$ cat config.mk
export PLATFORM = sky130hd
export DESIGN_NAME = cfgmem_tap
export DESIGN_NICKNAME = d
export VERILOG_FILES = /design/src/rtl/cfgtap_pkg.sv /design/src/rtl/cfgtap_sync.sv /design/src/rtl/cfgtap_ir.sv /design/src/rtl/cfgtap_dr.sv /design/src/rtl/cfgtap_pulse.sv /design/src/rtl/cfgmem_tap.sv
export SDC_FILE = /design/constraint.sdc
export NUM_CORES = 1
export LEC_CHECK = 0
export CAP_MARGIN = 40
export CORE_MARGIN = 4
export CORE_UTILIZATION = 58
export DETAILED_ROUTE_END_ITERATION = 7
export PLACE_DENSITY_LB_ADDON = 0.08
export SLEW_MARGIN = 20
export SYNTH_ARGS = -nofsm -noshare
export SYNTH_HDL_FRONTEND = slang
export SYNTH_SLANG_ARGS = --single-unit
$ cat constraint.sdc
create_clock -name clk -period 4.31 [get_ports clk]
set_input_delay 0.862 -clock clk [delete_from_list [all_inputs] [get_ports clk]]
set_output_delay 0.862 -clock clk [all_outputs]
set_load 0.02 [all_outputs]
$ cat src/rtl/cfgtap_pkg.sv
// Shared types, opcodes and the test-port next-state function.
// Assumes an eight-bit instruction register and 32-bit identification words.
package cfgtap_pkg;

    localparam int IR_W = 8;
    localparam int DR_W = 32;

    typedef enum logic [3:0] {
        S_TLR, S_RTI,
        S_SEL_DR, S_CAP_DR, S_SH_DR, S_EX1_DR, S_PAU_DR, S_EX2_DR, S_UPD_DR,
        S_SEL_IR, S_CAP_IR, S_SH_IR, S_EX1_IR, S_PAU_IR, S_EX2_IR, S_UPD_IR
    } tap_state_t;

    typedef enum logic [1:0] {DR_BYPASS, DR_IDCODE, DR_USER, DR_BSCAN} dr_sel_t;

    localparam logic [IR_W-1:0] OP_EXTEST   = 8'h00;
    localparam logic [IR_W-1:0] OP_SAMPLE   = 8'h01;
    localparam logic [IR_W-1:0] OP_CONFIG   = 8'hEE;
    localparam logic [IR_W-1:0] OP_CLAMP    = 8'hFA;
    localparam logic [IR_W-1:0] OP_HIGHZ    = 8'hFC;
    localparam logic [IR_W-1:0] OP_USERCODE = 8'hFD;
    localparam logic [IR_W-1:0] OP_IDCODE   = 8'hFE;
    localparam logic [IR_W-1:0] OP_BYPASS   = 8'hFF;

    // Standard sixteen-state transition graph.
    function automatic tap_state_t tap_next(tap_state_t s, logic m);
        case (s)
            S_TLR:    return m ? S_TLR    : S_RTI;
            S_RTI:    return m ? S_SEL_DR : S_RTI;
            S_SEL_DR: return m ? S_SEL_IR : S_CAP_DR;
            S_CAP_DR: return m ? S_EX1_DR : S_SH_DR;
            S_SH_DR:  return m ? S_EX1_DR : S_SH_DR;
            S_EX1_DR: return m ? S_UPD_DR : S_PAU_DR;
            S_PAU_DR: return m ? S_EX2_DR : S_PAU_DR;
            S_EX2_DR: return m ? S_UPD_DR : S_SH_DR;
            S_UPD_DR: return m ? S_SEL_DR : S_RTI;
            S_SEL_IR: return m ? S_TLR    : S_CAP_IR;
            S_CAP_IR: return m ? S_EX1_IR : S_SH_IR;
            S_SH_IR:  return m ? S_EX1_IR : S_SH_IR;
            S_EX1_IR: return m ? S_UPD_IR : S_PAU_IR;
            S_PAU_IR: return m ? S_EX2_IR : S_PAU_IR;
            S_EX2_IR: return m ? S_UPD_IR : S_SH_IR;
            S_UPD_IR: return m ? S_SEL_DR : S_RTI;
            default:  return S_TLR;
        endcase
    endfunction

endpackage

$ cat src/rtl/cfgtap_sync.sv
// Brings tck, tms and tdi into the clk domain through STAGES flops and
// flags detected tck edges. Assumes tck is held stable for STAGES+1 clk
// periods per phase and that tms/tdi are stable around each tck rise.
module cfgtap_sync #(
    parameter int STAGES = 2
) (
    input  logic clk,
    input  logic rst_n,
    input  logic tck,
    input  logic tms,
    input  logic tdi,
    output logic tck_rise,
    output logic tck_fall,
    output logic tms_s,
    output logic tdi_s
);
    localparam int LAST = STAGES - 1;

    logic [2:0] pipe [STAGES];
    logic       tck_q;

    // Synchronizer chain for all three pins, kept aligned.
    always_ff @(posedge clk) begin
        if (!rst_n) begin
            for (int i = 0; i < STAGES; i++) pipe[i] <= '0;
        end else begin
            pipe[0] <= {tck, tms, tdi};
            for (int i = 1; i < STAGES; i++) pipe[i] <= pipe[i-1];
        end
    end

    // Previous synchronized tck for edge detection.
    always_ff @(posedge clk) begin
        if (!rst_n) tck_q <= 1'b0;
        else        tck_q <= pipe[LAST][2];
    end

    assign tck_rise = pipe[LAST][2] & ~tck_q;
    assign tck_fall = ~pipe[LAST][2] & tck_q;
    assign tms_s    = pipe[LAST][1];
    assign tdi_s    = pipe[LAST][0];
endmodule

$ cat src/rtl/cfgtap_ir.sv
// Instruction register: capture of the status pattern, shift, update and
// decode into data-path select and pin-control requests. Raises cfg_fire
// for the one clk where CONFIG is installed. Assumes state changes only on
// tck_rise.
module cfgtap_ir
    import cfgtap_pkg::*;
(
    input  logic       clk,
    input  logic       rst_n,
    input  logic       tck_rise,
    input  tap_state_t state,
    input  logic       tdi_s,
    input  logic       isp_mode,
    input  logic       read_secure,
    output logic       ir_lsb,
    output dr_sel_t    dr_sel,
    output logic       highz_req,
    output logic       clamp_req,
    output logic       bscan_sel,
    output logic       cfg_fire
);
    logic [IR_W-1:0] ir_sh;
    logic [IR_W-1:0] ir_cur;
    logic [IR_W-1:0] cap_pat;

    assign cap_pat = {3'b000, isp_mode, read_secure, 1'b0, 2'b01};

    // Shift register and current instruction, advanced on tck rises.
    always_ff @(posedge clk) begin
        if (!rst_n) begin
            ir_sh  <= '0;
            ir_cur <= OP_IDCODE;
        end else if (tck_rise) begin
            case (state)
                S_TLR:    ir_cur <= OP_IDCODE;
                S_CAP_IR: ir_sh  <= cap_pat;
                S_SH_IR:  ir_sh  <= {tdi_s, ir_sh[IR_W-1:1]};
                S_UPD_IR: ir_cur <= ir_sh;
                default:  ;
            endcase
        end
    end

    assign ir_lsb   = ir_sh[0];
    assign cfg_fire = tck_rise && (state == S_UPD_IR) && (ir_sh == OP_CONFIG);

    // Decode of the installed instruction; unknown codes fall to bypass.
    always_comb begin
        dr_sel    = DR_BYPASS;
        highz_req = 1'b0;
        clamp_req = 1'b0;
        bscan_sel = 1'b0;
        case (ir_cur)
            OP_IDCODE:   dr_sel = DR_IDCODE;
            OP_USERCODE: dr_sel = DR_USER;
            OP_EXTEST, OP_SAMPLE: begin
                dr_sel    = DR_BSCAN;
                bscan_sel = 1'b1;
            end
            OP_HIGHZ:    highz_req = 1'b1;
            OP_CLAMP:    clamp_req = 1'b1;
            default:     ;
        endcase
    end
endmodule

$ cat src/rtl/cfgtap_dr.sv
// Data registers: the one-bit bypass stage and a shared 32-bit shifter
// loaded with either identity word. Boundary data is external and is
// muxed at the top. Assumes dr_sel is stable during a data scan.
module cfgtap_dr
    import cfgtap_pkg::*;
#(
    parameter logic [DR_W-1:0] ID_VALUE = 32'h05026093
) (
    input  logic            clk,
    input  logic            rst_n,
    input  logic            tck_rise,
    input  tap_state_t      state,
    input  dr_sel_t         dr_sel,
    input  logic            tdi_s,
    input  logic [DR_W-1:0] usercode,
    output logic            dr_lsb
);
    logic            byp;
    logic [DR_W-1:0] dr_sh;

    // Capture and shift on tck rises.
    always_ff @(posedge clk) begin
        if (!rst_n) begin
            byp   <= 1'b0;
            dr_sh <= '0;
        end else if (tck_rise) begin
            if (state == S_CAP_DR) begin
                byp <= 1'b0;
                case (dr_sel)
                    DR_IDCODE: dr_sh <= ID_VALUE;
                    DR_USER:   dr_sh <= usercode;
                    default:   dr_sh <= '0;
                endcase
            end else if (state == S_SH_DR) begin
                byp   <= tdi_s;
                dr_sh <= {tdi_s, dr_sh[DR_W-1:1]};
            end
        end
    end

    assign dr_lsb = (dr_sel == DR_BYPASS) ? byp : dr_sh[0];
endmodule

$ cat src/rtl/cfgtap_pulse.sv
// One-shot low pulse of PULSE_CYC clk cycles on each fire. A fire that
// arrives while a pulse is running is dropped. Assumes PULSE_CYC >= 1.
module cfgtap_pulse #(
    parameter int PULSE_CYC = 20
) (
    input  logic clk,
    input  logic rst_n,
    input  logic fire,
    output logic cfg_n
);
    localparam int CW = $clog2(PULSE_CYC + 1);

    logic [CW-1:0] cnt;

    // Down-counter that holds the line low while non-zero.
    always_ff @(posedge clk) begin
        if (!rst_n)                      cnt <= '0;
        else if (fire && cnt == '0)      cnt <= CW'(PULSE_CYC);
        else if (cnt != '0)              cnt <= cnt - 1'b1;
    end

    assign cfg_n = (cnt == '0);
endmodule

$ cat src/rtl/cfgmem_tap.sv
// Top of the configuration-memory test port. Owns the state register, the
// tdo output stage, which updates on detected tck falls, and the
// read-protection gate. Assumes tck runs at most clk/8.
module cfgmem_tap
    import cfgtap_pkg::*;
#(
    parameter logic [3:0]  ID_VERSION  = 4'h0,
    parameter logic [7:0]  ID_FAMILY   = 8'h50,
    parameter logic [7:0]  ID_PART     = 8'h26,
    parameter logic [10:0] ID_MAKER    = 11'h049,
    parameter int          PULSE_CYC   = 20,
    parameter int          SYNC_STAGES = 2
) (
    input  logic        clk,
    input  logic        rst_n,
    input  logic        tck,
    input  logic        tms,
    input  logic        tdi,
    output logic        tdo,
    output logic        tdo_oe,
    input  logic        isp_mode,
    input  logic        read_secure,
    input  logic [31:0] usercode,
    input  logic        bsr_so,
    output logic        highz_req,
    output logic        clamp_req,
    output logic        bscan_sel,
    output logic        cfg_n,
    input  logic        rd_req,
    output logic        rd_grant
);
    localparam logic [DR_W-1:0] ID_VALUE = {ID_VERSION, ID_FAMILY, ID_PART, ID_MAKER, 1'b1};

    logic       tck_rise, tck_fall, tms_s, tdi_s;
    tap_state_t state;
    dr_sel_t    dr_sel;
    logic       ir_lsb, dr_lsb, cfg_fire;

    cfgtap_sync #(.STAGES(SYNC_STAGES)) u_sync (
        .clk(clk), .rst_n(rst_n), .tck(tck), .tms(tms), .tdi(tdi),
        .tck_rise(tck_rise), .tck_fall(tck_fall), .tms_s(tms_s), .tdi_s(tdi_s)
    );

    // Test-port state register.
    always_ff @(posedge clk) begin
        if (!rst_n)        state <= S_TLR;
        else if (tck_rise) state <= tap_next(state, tms_s);
    end

    cfgtap_ir u_ir (
        .clk(clk), .rst_n(rst_n), .tck_rise(tck_rise), .state(state),
        .tdi_s(tdi_s), .isp_mode(isp_mode), .read_secure(read_secure),
        .ir_lsb(ir_lsb), .dr_sel(dr_sel), .highz_req(highz_req),
        .clamp_req(clamp_req), .bscan_sel(bscan_sel), .cfg_fire(cfg_fire)
    );

    cfgtap_dr #(.ID_VALUE(ID_VALUE)) u_dr (
        .clk(clk), .rst_n(rst_n), .tck_rise(tck_rise), .state(state),
        .dr_sel(dr_sel), .tdi_s(tdi_s), .usercode(usercode), .dr_lsb(dr_lsb)
    );

    cfgtap_pulse #(.PULSE_CYC(PULSE_CYC)) u_pulse (
        .clk(clk), .rst_n(rst_n), .fire(cfg_fire), .cfg_n(cfg_n)
    );

    // tdo stage, updated on tck falls only.
    always_ff @(posedge clk) begin
        if (!rst_n) begin
            tdo    <= 1'b1;
            tdo_oe <= 1'b0;
        end else if (tck_fall) begin
            tdo_oe <= (state == S_SH_IR) || (state == S_SH_DR);
            if (state == S_SH_IR)        tdo <= ir_lsb;
            else if (state == S_SH_DR)   tdo <= (dr_sel == DR_BSCAN) ? bsr_so : dr_lsb;
            else                         tdo <= 1'b1;
        end
    end

    // Read/verify gate: blocked while the protection bit is set.
    always_ff @(posedge clk) begin
        if (!rst_n) rd_grant <= 1'b0;
        else        rd_grant <= rd_req & ~read_secure;
    end
endmodule

* After elaboration in Yosys (flattened, before gate mapping)
Memories as Yosys holds them, arrays and structs flattened.
Cells that the tools add are included.
** Word-level totals
- Flip-flop bits (word level) :: 62
- RAM bits :: 6
- Output and inout port bits :: 7
- Memories :: 1
** Cells by class
- Add/subtract/negate cells :: 1
- Equality and inequality tests :: 24
- Multiplexer cells :: 34
- Bitwise gates (word level) :: 9
- Reductions and logical operators :: 21
** Memories
- u_sync.pipe :: words 2, width 3, read ports 2, clocked after memory_dff 0, write ports 2, RTL line cfgtap_sync.sv:19 : logic [2:0] pipe [STAGES];
** Operators with widths (count)
- $mux 32 :: 2
- $pmux 32 s2 :: 1
- $pmux 4 s12 :: 1
- $eq 8x8->1 const B :: 5
- $eq 4x4->1 const B :: 8
- $pmux 8 s2 :: 2
- $eq 4x3->1 const B :: 4
- $mux 4 :: 4
- $mux 1 :: 14
- $mux 3 :: 4
- $mux 5 :: 2
- $eq 4x2->1 const B :: 2
- $eq 8x1->1 const B :: 1
- $logic_not 8->1 :: 1
- $reduce_bool 2->1 :: 4
- $reduce_or 2->1 :: 4
- $mux 2 :: 3
- $pmux 2 s3 :: 1
- $reduce_and 2->1 :: 3
- $logic_not 5->1 :: 1
- $reduce_bool 5->1 :: 1
- $sub 5x1->5 const B :: 1
- $eq 2x2->1 const B :: 2
- $eq 4x1->1 const B :: 1
- 9 further kinds :: 17

* Longest topological paths before layout
Gate-level depths: netlist of the first run.
- Depth after elaboration :: 8
- Mapped depth :: 11
- Mapped depth without buffers :: 10

* Hierarchy
A second synthesis of the first run with hierarchy kept.
** Unflattened totals
- Cell total of the unflattened synthesis :: 381
- Area, all modules :: 3390.8 um^2
** Modules (own cells, without submodules)
- cfgtap_dr :: instances 1, cells each 196, area an instance 1671.6 um^2, seq. area each 660.6 um^2
- cfgtap_ir :: instances 1, cells each 80, area an instance 709.4 um^2, seq. area each 320.3 um^2
- cfgmem_tap :: instances 1, cells each 61, area an instance 530.5 um^2, seq. area each 140.1 um^2
- cfgtap_pulse :: instances 1, cells each 28, area an instance 282.8 um^2, seq. area each 100.1 um^2
- cfgtap_sync :: instances 1, cells each 16, area an instance 196.4 um^2, seq. area each 140.1 um^2

* Worst setup path after synthesis of the first run
OpenSTA, ideal clock, no wires.
- Kind :: flip-flop to output port
- Start point :: reg u_pulse.cnt[0]
- End point :: out cfg_n
- Data arrival time :: 1.410 ns
- Required time :: 3.448 ns
- Path slack :: 2.038 ns
- Cell stages (with the launch flop) :: 5
- Path buffers :: 0
- Cell sequence :: dfxtp_1 inv_1 ha_1 or3b_2 nor2_1
** On the way
- Cells in the longest elaborated chain, start to end :: 1
** Ends and longest elaborated chain
- start: declaration :: RTL line cfgtap_pulse.sv:13 : logic [CW-1:0] cnt;
- start signal: assignment :: RTL line cfgtap_pulse.sv:18 : else if (fire && cnt == '0) cnt <= CW'(PULSE_CYC);
- start signal: assignment :: RTL line cfgtap_pulse.sv:19 : else if (cnt != '0) cnt <= cnt - 1'b1;
- $logic_not 5->1 :: RTL line cfgtap_pulse.sv:22 : assign cfg_n = (cnt == '0);
- end: declaration :: RTL line cfgmem_tap.sv:28 : output logic cfg_n,
Every way passes these cells.

* Worst setup path in the final report of the first run
Same ends and word-level chain as after synthesis.

==> summary.txt, run 1 <==
Status
  • Status: complete, no violations

Critical path
  • Crit end category: primary output
  • Startpoint Class: flip-flop
  • CP arrival: 2.36 ns
  • Flop2flop setup slack: 1.94 ns
  • Critical path class: reg2out
  • Worst R2R Path Depth: 5
  • Worst reg2reg endpoint: u_dr.dr_sh[19]
  • Worst path required time: 3.45 ns
  • Reg-to-reg startpoint: state[2]
  • CP max FO: 6

GRT
  • Global route overflow: 0
  • First-pass GRT wire length: 12.0 mm
  • Vias in the first global route: 2839
  • Largest net degree at the start of global routing: 66
  • Total GRT Usage: 20.7%
  • Initial antenna violation count: 0

Synth
  • Synth Instances: 393
  • Most frequent cell after synthesis: dfxtp_1
  • Mapped Area: 3270 µm²
  • Distinct cell type count after synthesis: 46
  • EDFF count, synth: 0
  • Async SR Flop Fraction: 0%
  • Largest area contributor in the netlist: dfxtp_1
  • Sequential cell area fraction in the yosys report: 41.6%
  • Syn avg cell area: 8.32 µm²
  • Post-Syn Nets: 439
  • Most used DFF post-synth: dfxtp_1
  • Share of the synthesized area in the top cell type: 41.6%
  • Register bit total from synthesis: 68
  • Post-synth top cells: dfxtp_1, nand3_1, nand2_1
  • Synth area leaders: dfxtp_1, nand3_1, o211a_1
  • Syn. warnings: 0

Route
  • Via count of the routed design: 2933
  • DR DRC count: 0
  • Drt total wl: 6.95 mm
  • 1st-pass router iterations: 5
  • Via density: 5.94
  • Drt first-iter violations: 170
  • Wire length per cell: 14.1 µm
  • Routed Antenna Nets: 0

Finish
  • Final nets: 465
  • Antenna diode count: 0
  • Multi-input logic area: 1760 µm²
  • FF/Latch Area: 1360 µm²
  • Synthesis-to-finish area growth: 19.7%
  • Filler cells: 446
  • Layout cells sized above 1: 6.87%

Clock tree
  • Reg clk slew, reported paths: 0.07 ns
  • Clock latency on the worst-skew pair: 0.34 ns
  • Resized cells post-CTS: 0
  • CTS max path bufs: 2
  • # hold bufs at CTS: 0
  • CTS tree: done
  • Root Buffer: clkbuf_8
  • Postcts setup bufs: 0
  • Num CTS Buffers: 9
  • CTS Sinks: 68
  • H-tree Lvls: 3

STA
  • Final Max Slew Viols: 0
  • Max Freq: 0.311 GHz
  • Worst Skew: 0.00746 ns
  • Minimum clock period: 3.22 ns
  • Final period util: 74.6%
  • Final Hold Vio Count: 0
  • Worst rel slew slack: 54.7%
  • Worst-Margin Slew: 0.679 ns
  • Min Hold Slack: 0.432 ns
  • Unrepaired setup endpoints after global routing: no
  • Setup TNS: 0 ns
  • Setup-failing EPs final: 0

Floorplan
  • Site Rows: 27
  • Core area: 5470 µm²
  • Initial Utilization: 59.8%
  • I/O pin count: 48
  • Floorplan die height: 83.1 µm
  • Die W: 83.1 µm
  • Die Area: 6900 µm²

Pwr
  • Tot Pwr: 0.00130 W
  • Max VDD drop: 258 µV
  • PD cells: 332 nW/µm²
  • Static Leak: 1.68 nW

Job
  • Number of max-cap violations: 0

Worst hold path
  • Worst Hold Path EP: u_sync.pipe[0][4]
  • Hold crit path type: reg2reg
  • Hold wc startpoint: u_sync.pipe[0][1]
  • Hold path depth: 1

Placement
  • DP HPWL: 4.55 mm
  • IO Port Bufs: 47
  • Final GP Congestion: 0.767
[critical path, stage by stage (launching register included)]
cell,delay [ns]
dfxtp_1,0.33
inv_1,0.07
ha_1,0.17
or3b_2,0.47
nor2_1,0.30
clkdlybuf4s50_1,0.67
[through the flow]
step	utilization, %	instance area [µm²]	instances	setup slack [ns]
2_1_floorplan	-	3270	393	2.04
3_3_place_gp	68.1	3730	479	1.52
3_5_place_dp	68.4	3740	480	1.45
4_1_cts	71.5	3920	494	1.08
5_1_grt	71.5	3920	494	0.978
6_report	71.5	3920	494	1.09
[power breakdown]
| group | internal, W | switching [W] |
|---|---|---|
| registers | 0.000645 | 0.0000145 |
| clock network | 0.000259 | 0.000222 |
| logic | 0.0000906 | 0.0000696 |
| total | 0.000995 | 0.000306 |
[layer usage]
metal  up-vias  track usage (%)  share of wire (%)
met3         7             6.85                4.4
met5         -                0                  0
met1      1413             23.5                 46
li1       1466                -                  -
met4         0             5.35                1.0
met2        47             36.9                 49
[worst max-delay path by stage]
stage | from | to | slack, ns
after global routing | u_pulse.cnt[0] | cfg_n | 0.98
after CTS | u_pulse.cnt[0] | cfg_n | 1.08
after global placement | u_pulse.cnt[0] | cfg_n | 1.52
after floorplan | u_pulse.cnt[0] | cfg_n | 2.04
after detailed placement | u_pulse.cnt[0] | cfg_n | 1.45
final | u_pulse.cnt[0] | cfg_n | 1.09
[sequential cells by signal, summed over array words and instances, names as in the netlist]
| register | cells |
|---|---|
| u_dr.byp | 1 |
| rd_grant | 1 |
| u_ir.ir_sh | 8 |
| state | 4 |
| tdo | 1 |
| u_sync.pipe | 6 |
| u_dr.dr_sh | 32 |
| u_sync.tck_q | 1 |
| tdo_oe | 1 |
| u_ir.ir_cur | 8 |
| u_pulse.cnt | 5 |
[cell usage in the layout (no fill, tap or decap), drive strengths merged, types with 2 or more instances in the layout]
cell / count
a211oi: 3
and3: 2
and2: 9
inv: 7
nand4: 2
nor2b: 9
or3b: 3
a21boi: 2
dfxtp: 68
a21oi: 24
nand2b: 5
mux2: 2
nor3b: 6
xnor2: 2
nand3b: 2
a31oi: 4
a21o: 2
nor2: 21
o22ai: 8
nor3: 3
o211a: 25
a22oi: 12
o21ai: 17
or4: 2
clkbuf: 11
nand2: 40
nand3: 53
clkinv: 2
clkdlybuf4s50: 46
buf: 6
mux2i: 5
ha: 5
[cells by family after synthesis]
group	Yosys count	share of synthesized area (%)
DFF	68	41.6
adders and majority gates	5	1.91
and+or+nand+nor	163	25.6
buffers and inverters	44	5.55
muxes	7	2.22
AOI/OAI and AO/OA	104	22.6
xor gates and xnor gates	2	0.536
[layout make-up]
cell class / instances / share of cell area (%)
multi-input combinational: 281 / 44.8
sequential: 68 / 34.8
timing repair buffer: 52 / 13.0
clock buffer: 11 / 3.36
tap: 72 / 2.30
clock inverter: 3 / 1.02
inverter: 7 / 0.671
No activity file was read; power rests on OpenSTA's default activity.
==> run 2: changes to the inputs <==
CORE_UTILIZATION = 49   (was 58)
clock period = 2.9 ns   (was 4.31 ns; I/O delays follow)
==> run 2 against run 1 <==
Compared with the run above: final cell count grew 2.6%; power grew 73%; hold slack gained 0.0045 ns; largest power group is now clock; die area grew 17%; clock-buffer cell count grew 2; critical path type unchanged; via count grew 0.24%; largest cell class unchanged; worst setup slack lost 0.94 ns; register-to-register slack lost 1.4 ns.
==> summary.txt, run 2 (synthesis gave the netlist of run 1 again) <==
Status
  • Status: complete, no violations

STA
  • Post-route setup slack: 0.151 ns (-0.942 ns)
  • Final Max Slew Viols: 0 (unchanged)
  • Minimum clock period: 2.75 ns
  • Final Hold Vio Count: 0 (unchanged)
  • Setup TNS: 0 ns (unchanged)
  • Setup-failing EPs final: 0 (unchanged)
  • Worst rel slew slack: 59.0% (+4.3 points)
  • Final period util: 94.8%
  • Max Freq: 0.364 GHz
  • Worst-Margin Slew: 0.615 ns (-0.0640 ns)
  • Unrepaired setup endpoints after global routing: no
  • Worst Skew: 0.00761 ns (+0.000152 ns)

GRT
  • Busiest layer in global routing: met2
  • Met1 usage: 23.1% (-0.49 points)
  • Vias in the first global route: 2763 (-2.7%)
  • Met3 GRT Util: 3.67% (-3.2 points)
  • Largest net degree at the start of global routing: 66 (unchanged)
  • Met2 Use GR: 32.0% (-4.9 points)
  • Global route overflow: 0 (unchanged)
  • Total GRT Usage: 18.6% (-2.0 points)
  • First-pass GRT wire length: 12.8 mm (+5.9%)
  • Initial antenna violation count: 0 (unchanged)

Route
  • Via density: 5.80 (-2.3%)
  • Wire length per cell: 14.8 µm (+5.1%)
  • Routed Antenna Nets: 0 (unchanged)
  • Via count of the routed design: 2940 (+0.24%)
  • Drt total wl: 7.50 mm (+7.9%)
  • Drt first-iter violations: 109 (-36%)
  • DR DRC count: 0 (unchanged)
  • 1st-pass router iterations: 5 (unchanged)

Clock tree
  • Num CTS Buffers: 9 (unchanged)
  • Clock latency on the worst-skew pair: 0.33 ns (about the same)
  • CTS Sinks: 68 (unchanged)
  • Reg clk slew, reported paths: 0.07 ns (about the same)
  • CTS tree: done
  • H-tree Lvls: 3 (unchanged)
  • CTS max path bufs: 2 (unchanged)
  • # hold bufs at CTS: 0 (unchanged)
  • Resized cells post-CTS: 0 (unchanged)
  • Root Buffer: clkbuf_8
  • Postcts setup bufs: 0 (unchanged)

Critical path
  • Crit end category: primary output
  • CP startpoint: u_pulse.cnt[0]
  • CP bufs+invs: 2 (unchanged)
  • CP arrival: 2.17 ns (-0.19 ns)
  • Largest stage delay, worst path: 0.63 ns (-0.04 ns)
  • CP max-delay cell: clkdlybuf4s50_1
  • CP max FO: 4 (-2)
  • Reg-to-reg startpoint: u_ir.ir_cur[3]
  • Startpoint Class: flip-flop
  • Cells along the critical path: inv_1 -> ha_1 -> or3b_2 -> nor2_1 -> clkdlybuf4s50_1
  • Worst path required time: 2.32 ns (-1.13 ns)
  • CP top delay family: buffers and inverters
  • Critical path class: reg2out

Floorplan
  • Site Rows: 29 (+7.4%)
  • Core area: 6420 µm² (+17%)
  • Initial Utilization: 50.9% (-8.8 points)
  • Die W: 89.7 µm (+7.9%)
  • Floorplan die height: 89.7 µm (+7.9%)
  • I/O pin count: 48 (unchanged)
  • Die Area: 8050 µm² (+17%)

Finish
  • Final non-filler cell total: 507 (+2.6%)
  • Synthesis-to-finish area growth: 24.6%
  • Final core occ: 63.5% (-8.1 points)
  • Final nets: 471 (+1.3%)
  • Antenna diode count: 0 (unchanged)
  • Commonest non-fill, non-tap cell in the layout: dfxtp_1
  • Largest registers: u_dr.dr_sh: 32 flops, u_ir.ir_cur: 8 flops, u_ir.ir_sh: 8 flops
  • Most flops, register: u_dr.dr_sh
  • Most frequent cells in the layout: dfxtp_1, nand3_1, clkdlybuf4s50_1, nand2_1, o211a_1
  • Max FFs per register: 32 (unchanged)
  • Layout cells sized above 1: 9.07% (+2.2 points)

Placement
  • Final GP Congestion: 0.831 (+8.3%)
  • Pre-CTS setup slack: 0.497 ns (-0.952 ns)
  • Cell total after placement: 491 (+2.3%)
  • IO Port Bufs: 47 (unchanged)
  • DP HPWL: 4.96 mm (+9.1%)

Worst hold path
  • Hold crit path type: reg2reg
  • Hold wc startpoint: u_sync.pipe[0][1]

Pwr
  • Static Leak: 1.76 nW (+4.8%)
  • PD cells: 553 nW/µm² (+66%)
  • Max VDD drop: 287 µV (+11%)

Job
  • Number of max-cap violations: 0 (unchanged)
==> run 2: changes by cell type in the layout (fill, tap and decap cells not counted) <==
cell	delta
clkbuf_1	-2
bufinv_16	+2
buf_12	+1
buf_4	+5
clkinv_2	-2
clkbuf_8	+4
==> run 2: path summary, 6_finish.rpt <==
check                      endpoint  slack, ns  cells past startpoint
setup / recovery              cfg_n       0.15                      5
hold / removal    u_sync.pipe[0][4]       0.44                      1
hold reg to reg   u_sync.pipe[0][4]       0.44                      1
setup reg to reg     u_dr.dr_sh[26]       0.58                     10
==> run 2: power breakdown <==
group / switching [W] / total [W] / internal (W)
clock: 0.000354 / 0.00102 / 0.000666
combinational: 0.000110 / 0.000257 / 0.000147
sequential: 0.0000179 / 0.000976 / 0.000958
total: 0.000482 / 0.00225 / 0.00177
==> run 2: metal layers <==
metal | part of all wire, % | wire length, µm
met1 | 46 | 3480
met2 | 48 | 3580
met3 | 4.5 | 336
met4 | 1.4 | 108
met5 | 0 | 0
==> run 2: final cells by class <==
cell class	count	area, µm²
Inverter	7	26.3
Fill cell	583	2350
Tap cell	77	96.3
Clock buffer	13	179
Sequential cell	68	1360
Clock inverter	3	90.1
Timing Repair Buffer	58	568
Multi-Input combinational cell	281	1760
==> run 2: through the flow <==
step                power, W  cell area [µm²]  hold WS (ns)
floorplan            0.00114             3270         0.412
detailed placement   0.00126             3810         0.419
CTS                  0.00227             4080         0.436
global route         0.00234             4080         0.462
global placement     0.00125             3790         0.414
finish               0.00225             4080         0.436
==> run 3: changes to the inputs <==
SETUP_SLACK_MARGIN = 0.5   (was not set)
==> run 3 against run 2 <==
Compared with the run above: utilization hardly changed; critical path type unchanged; maximum frequency up 20%; routed wire length is 0.47% lower.
==> summary.txt, run 3 (synthesis gave the netlist of run 1 again) <==
STA
  • Worst rel slew slack: 59.9% (+0.86 points)
  • Worst-Margin Slew: 0.602 ns (-0.0130 ns)
  • Worst Skew: 0.00747 ns (-0.000134 ns)
  • Setup-failing EPs final: 0 (unchanged)
  • Unrepaired setup endpoints after global routing: no
  • Minimum clock period: 2.29 ns (-0.462 ns)
  • Final period util: 78.9% (-16 points)
  • Final Max Slew Viols: 0 (unchanged)
  • Min Hold Slack: 0.436 ns (-0.000138 ns)
  • Max Freq: 0.437 GHz (+20%)
  • Final Hold Vio Count: 0 (unchanged)
  • Setup TNS: 0 ns (unchanged)

GRT
  • Initial antenna violation count: 0 (unchanged)
  • Vias in the first global route: 2763 (unchanged)
  • First-pass GRT wire length: 12.8 mm (unchanged)
  • Total GRT Usage: 18.6% (unchanged)
  • Global route overflow: 0 (unchanged)
  • Largest net degree at the start of global routing: 66 (unchanged)

Clock tree
  • Num CTS Buffers: 9 (unchanged)
  • Reg clk slew, reported paths: 0.07 ns (about the same)
  • Clock latency on the worst-skew pair: 0.33 ns (about the same)
  • Root Buffer: clkbuf_8
  • H-tree Lvls: 3 (unchanged)
  • CTS Sinks: 68 (unchanged)
  • CTS max path bufs: 2 (unchanged)
  • CTS tree: done
  • # hold bufs at CTS: 0 (unchanged)
  • Postcts setup bufs: 0 (unchanged)

Critical path
  • CP max FO: 4 (unchanged)
  • CP top delay family: simple AND/OR/NAND/NOR gates
  • Flop2flop setup slack: 0.74 ns (+0.16 ns)
  • Worst R2R Path Depth: 9 (-1)
  • CP arrival: 1.71 ns (-0.46 ns)
  • CP bufs+invs: 2 (unchanged)
  • Largest stage delay, worst path: 0.50 ns (-0.13 ns)
  • Critical path class: reg2out
  • Worst reg2reg endpoint: tdo
  • Worst path required time: 2.32 ns (about the same)
  • CP max-delay cell: or3b_2
  • Cells along the critical path: inv_1 -> ha_1 -> or3b_2 -> nor2_2 -> clkbuf_2
  • Startpoint Class: flip-flop
  • Crit end category: primary output
  • Reg-to-reg startpoint: u_ir.ir_cur[3]

Route
  • Drt total wl: 7.47 mm (-0.47%)
  • Wire length per cell: 14.7 µm (-0.47%)
  • Via count of the routed design: 2961 (+0.71%)
  • DR DRC count: 0 (unchanged)
  • 1st-pass router iterations: 4 (-1)
  • Via density: 5.84 (+0.71%)
  • Drt first-iter violations: 109 (unchanged)
  • Routed Antenna Nets: 0 (unchanged)

Pwr
  • Tot Pwr: 0.00225 W (-0.16%)
  • PD cells: 552 nW/µm² (-0.19%)
  • Static Leak: 1.78 nW (+0.73%)
  • Max VDD drop: 286 µV (-0.11%)

Placement
  • DP HPWL: 4.96 mm (unchanged)
  • Final GP Congestion: 0.831 (unchanged)
  • IO Port Bufs: 47 (unchanged)

Finish
  • Most frequent cells in the layout: dfxtp_1, nand3_1, clkdlybuf4s50_1, nand2_1, o211a_1
  • Largest registers: u_dr.dr_sh: 32 flops, u_ir.ir_cur: 8 flops, u_ir.ir_sh: 8 flops
  • Antenna diode count: 0 (unchanged)
  • Layout cells sized above 1: 10.0% (+0.93 points)
  • Final nets: 471 (unchanged)
  • Synthesis-to-finish area growth: 24.7% (about the same)
  • Commonest non-fill, non-tap cell in the layout: dfxtp_1
  • Max FFs per register: 32 (unchanged)
  • Final core occ: 63.5% (about the same)
  • Most flops, register: u_dr.dr_sh

Floorplan
  • Core area: 6420 µm² (unchanged)
  • Floorplan die height: 89.7 µm (unchanged)
  • I/O pin count: 48 (unchanged)
  • Site Rows: 29 (unchanged)
  • Die W: 89.7 µm (unchanged)
  • Initial Utilization: 50.9% (unchanged)
  • Die Area: 8050 µm² (unchanged)

Worst hold path
  • Hold path depth: 1 (unchanged)
  • Worst Hold Path EP: u_sync.pipe[0][4]
  • Hold wc startpoint: u_sync.pipe[0][1]
  • Hold crit path type: reg2reg

Job
  • Number of max-cap violations: 0 (unchanged)

Status
  • Status: complete, no violations
## run 3: cell types whose count changed in the layout (fill, tap and decap cells not counted)
cell             delta
dlygate4sd2_1       +3
clkbuf_2            +1
nor3_1              -1
clkdlybuf4s50_1     -4
ha_2                +1
nor2_1              -1
nor2_2              +1
nor3_2              +1
ha_1                -1
## run 3: worst max path at each step
stage | start | to | slack (ns) | cells past startpoint
3_5_place_dp | u_pulse.cnt[0] | cfg_n | 0.50 | 5
3_3_place_gp | u_ir.ir_cur[3] | u_dr.dr_sh[4] | 0.48 | 9
5_1_grt | u_ir.ir_cur[3] | u_dr.dr_sh[1] | 0.52 | 10
4_1_cts | u_pulse.cnt[0] | cfg_n | 0.41 | 5
6_report | u_pulse.cnt[0] | cfg_n | 0.61 | 5
2_1_floorplan | u_ir.ir_cur[3] | tdo | 0.71 | 9
## run 3: power by group
part           switching, W  leakage [nW]  total [W]  internal, W
registers         0.0000179         0.550   0.000976     0.000958
clock network      0.000355         0.136    0.00102     0.000666
logic              0.000113          1.09   0.000252     0.000139
## run 3: metal layers
layer	part of all wire [%]	GRT usage, %	vias up
li1	-	-	1473
met1	46	23.1	1391
met2	47	32.0	85
met3	5.8	3.67	12
met4	1.6	7.15	0
met5	0	0	-
## run 3: area by class of cell
| cell class | instances | area, µm² |
|---|---|---|
| clock buffers | 13 | 179 |
| multi-input cells | 281 | 1770 |
| repair buffers | 58 | 559 |
| well taps | 77 | 96.3 |
| fillers | 582 | 2340 |
| flip-flops and latches | 68 | 1360 |
| inverters | 7 | 26.3 |
| clock inverters | 3 | 90.1 |
## run 3: metrics by stage
| stage | cells | setup WS, ns | cell area (µm²) |
|---|---|---|---|
| floorplan | 393 | 0.712 | 3270 |
| global placement | 490 | 0.477 | 3790 |
| detailed placement | 491 | 0.497 | 3810 |
| CTS | 507 | 0.411 | 4080 |
| global route | 507 | 0.524 | 4080 |
| finish | 507 | 0.613 | 4080 |
## run 3: what timing repair did
item / CTS / global route
setup endpoints to repair: 4 / 14
pin swaps: 0 / 0
gates cloned: 0 / 0
gates resized for setup: 5 / 4
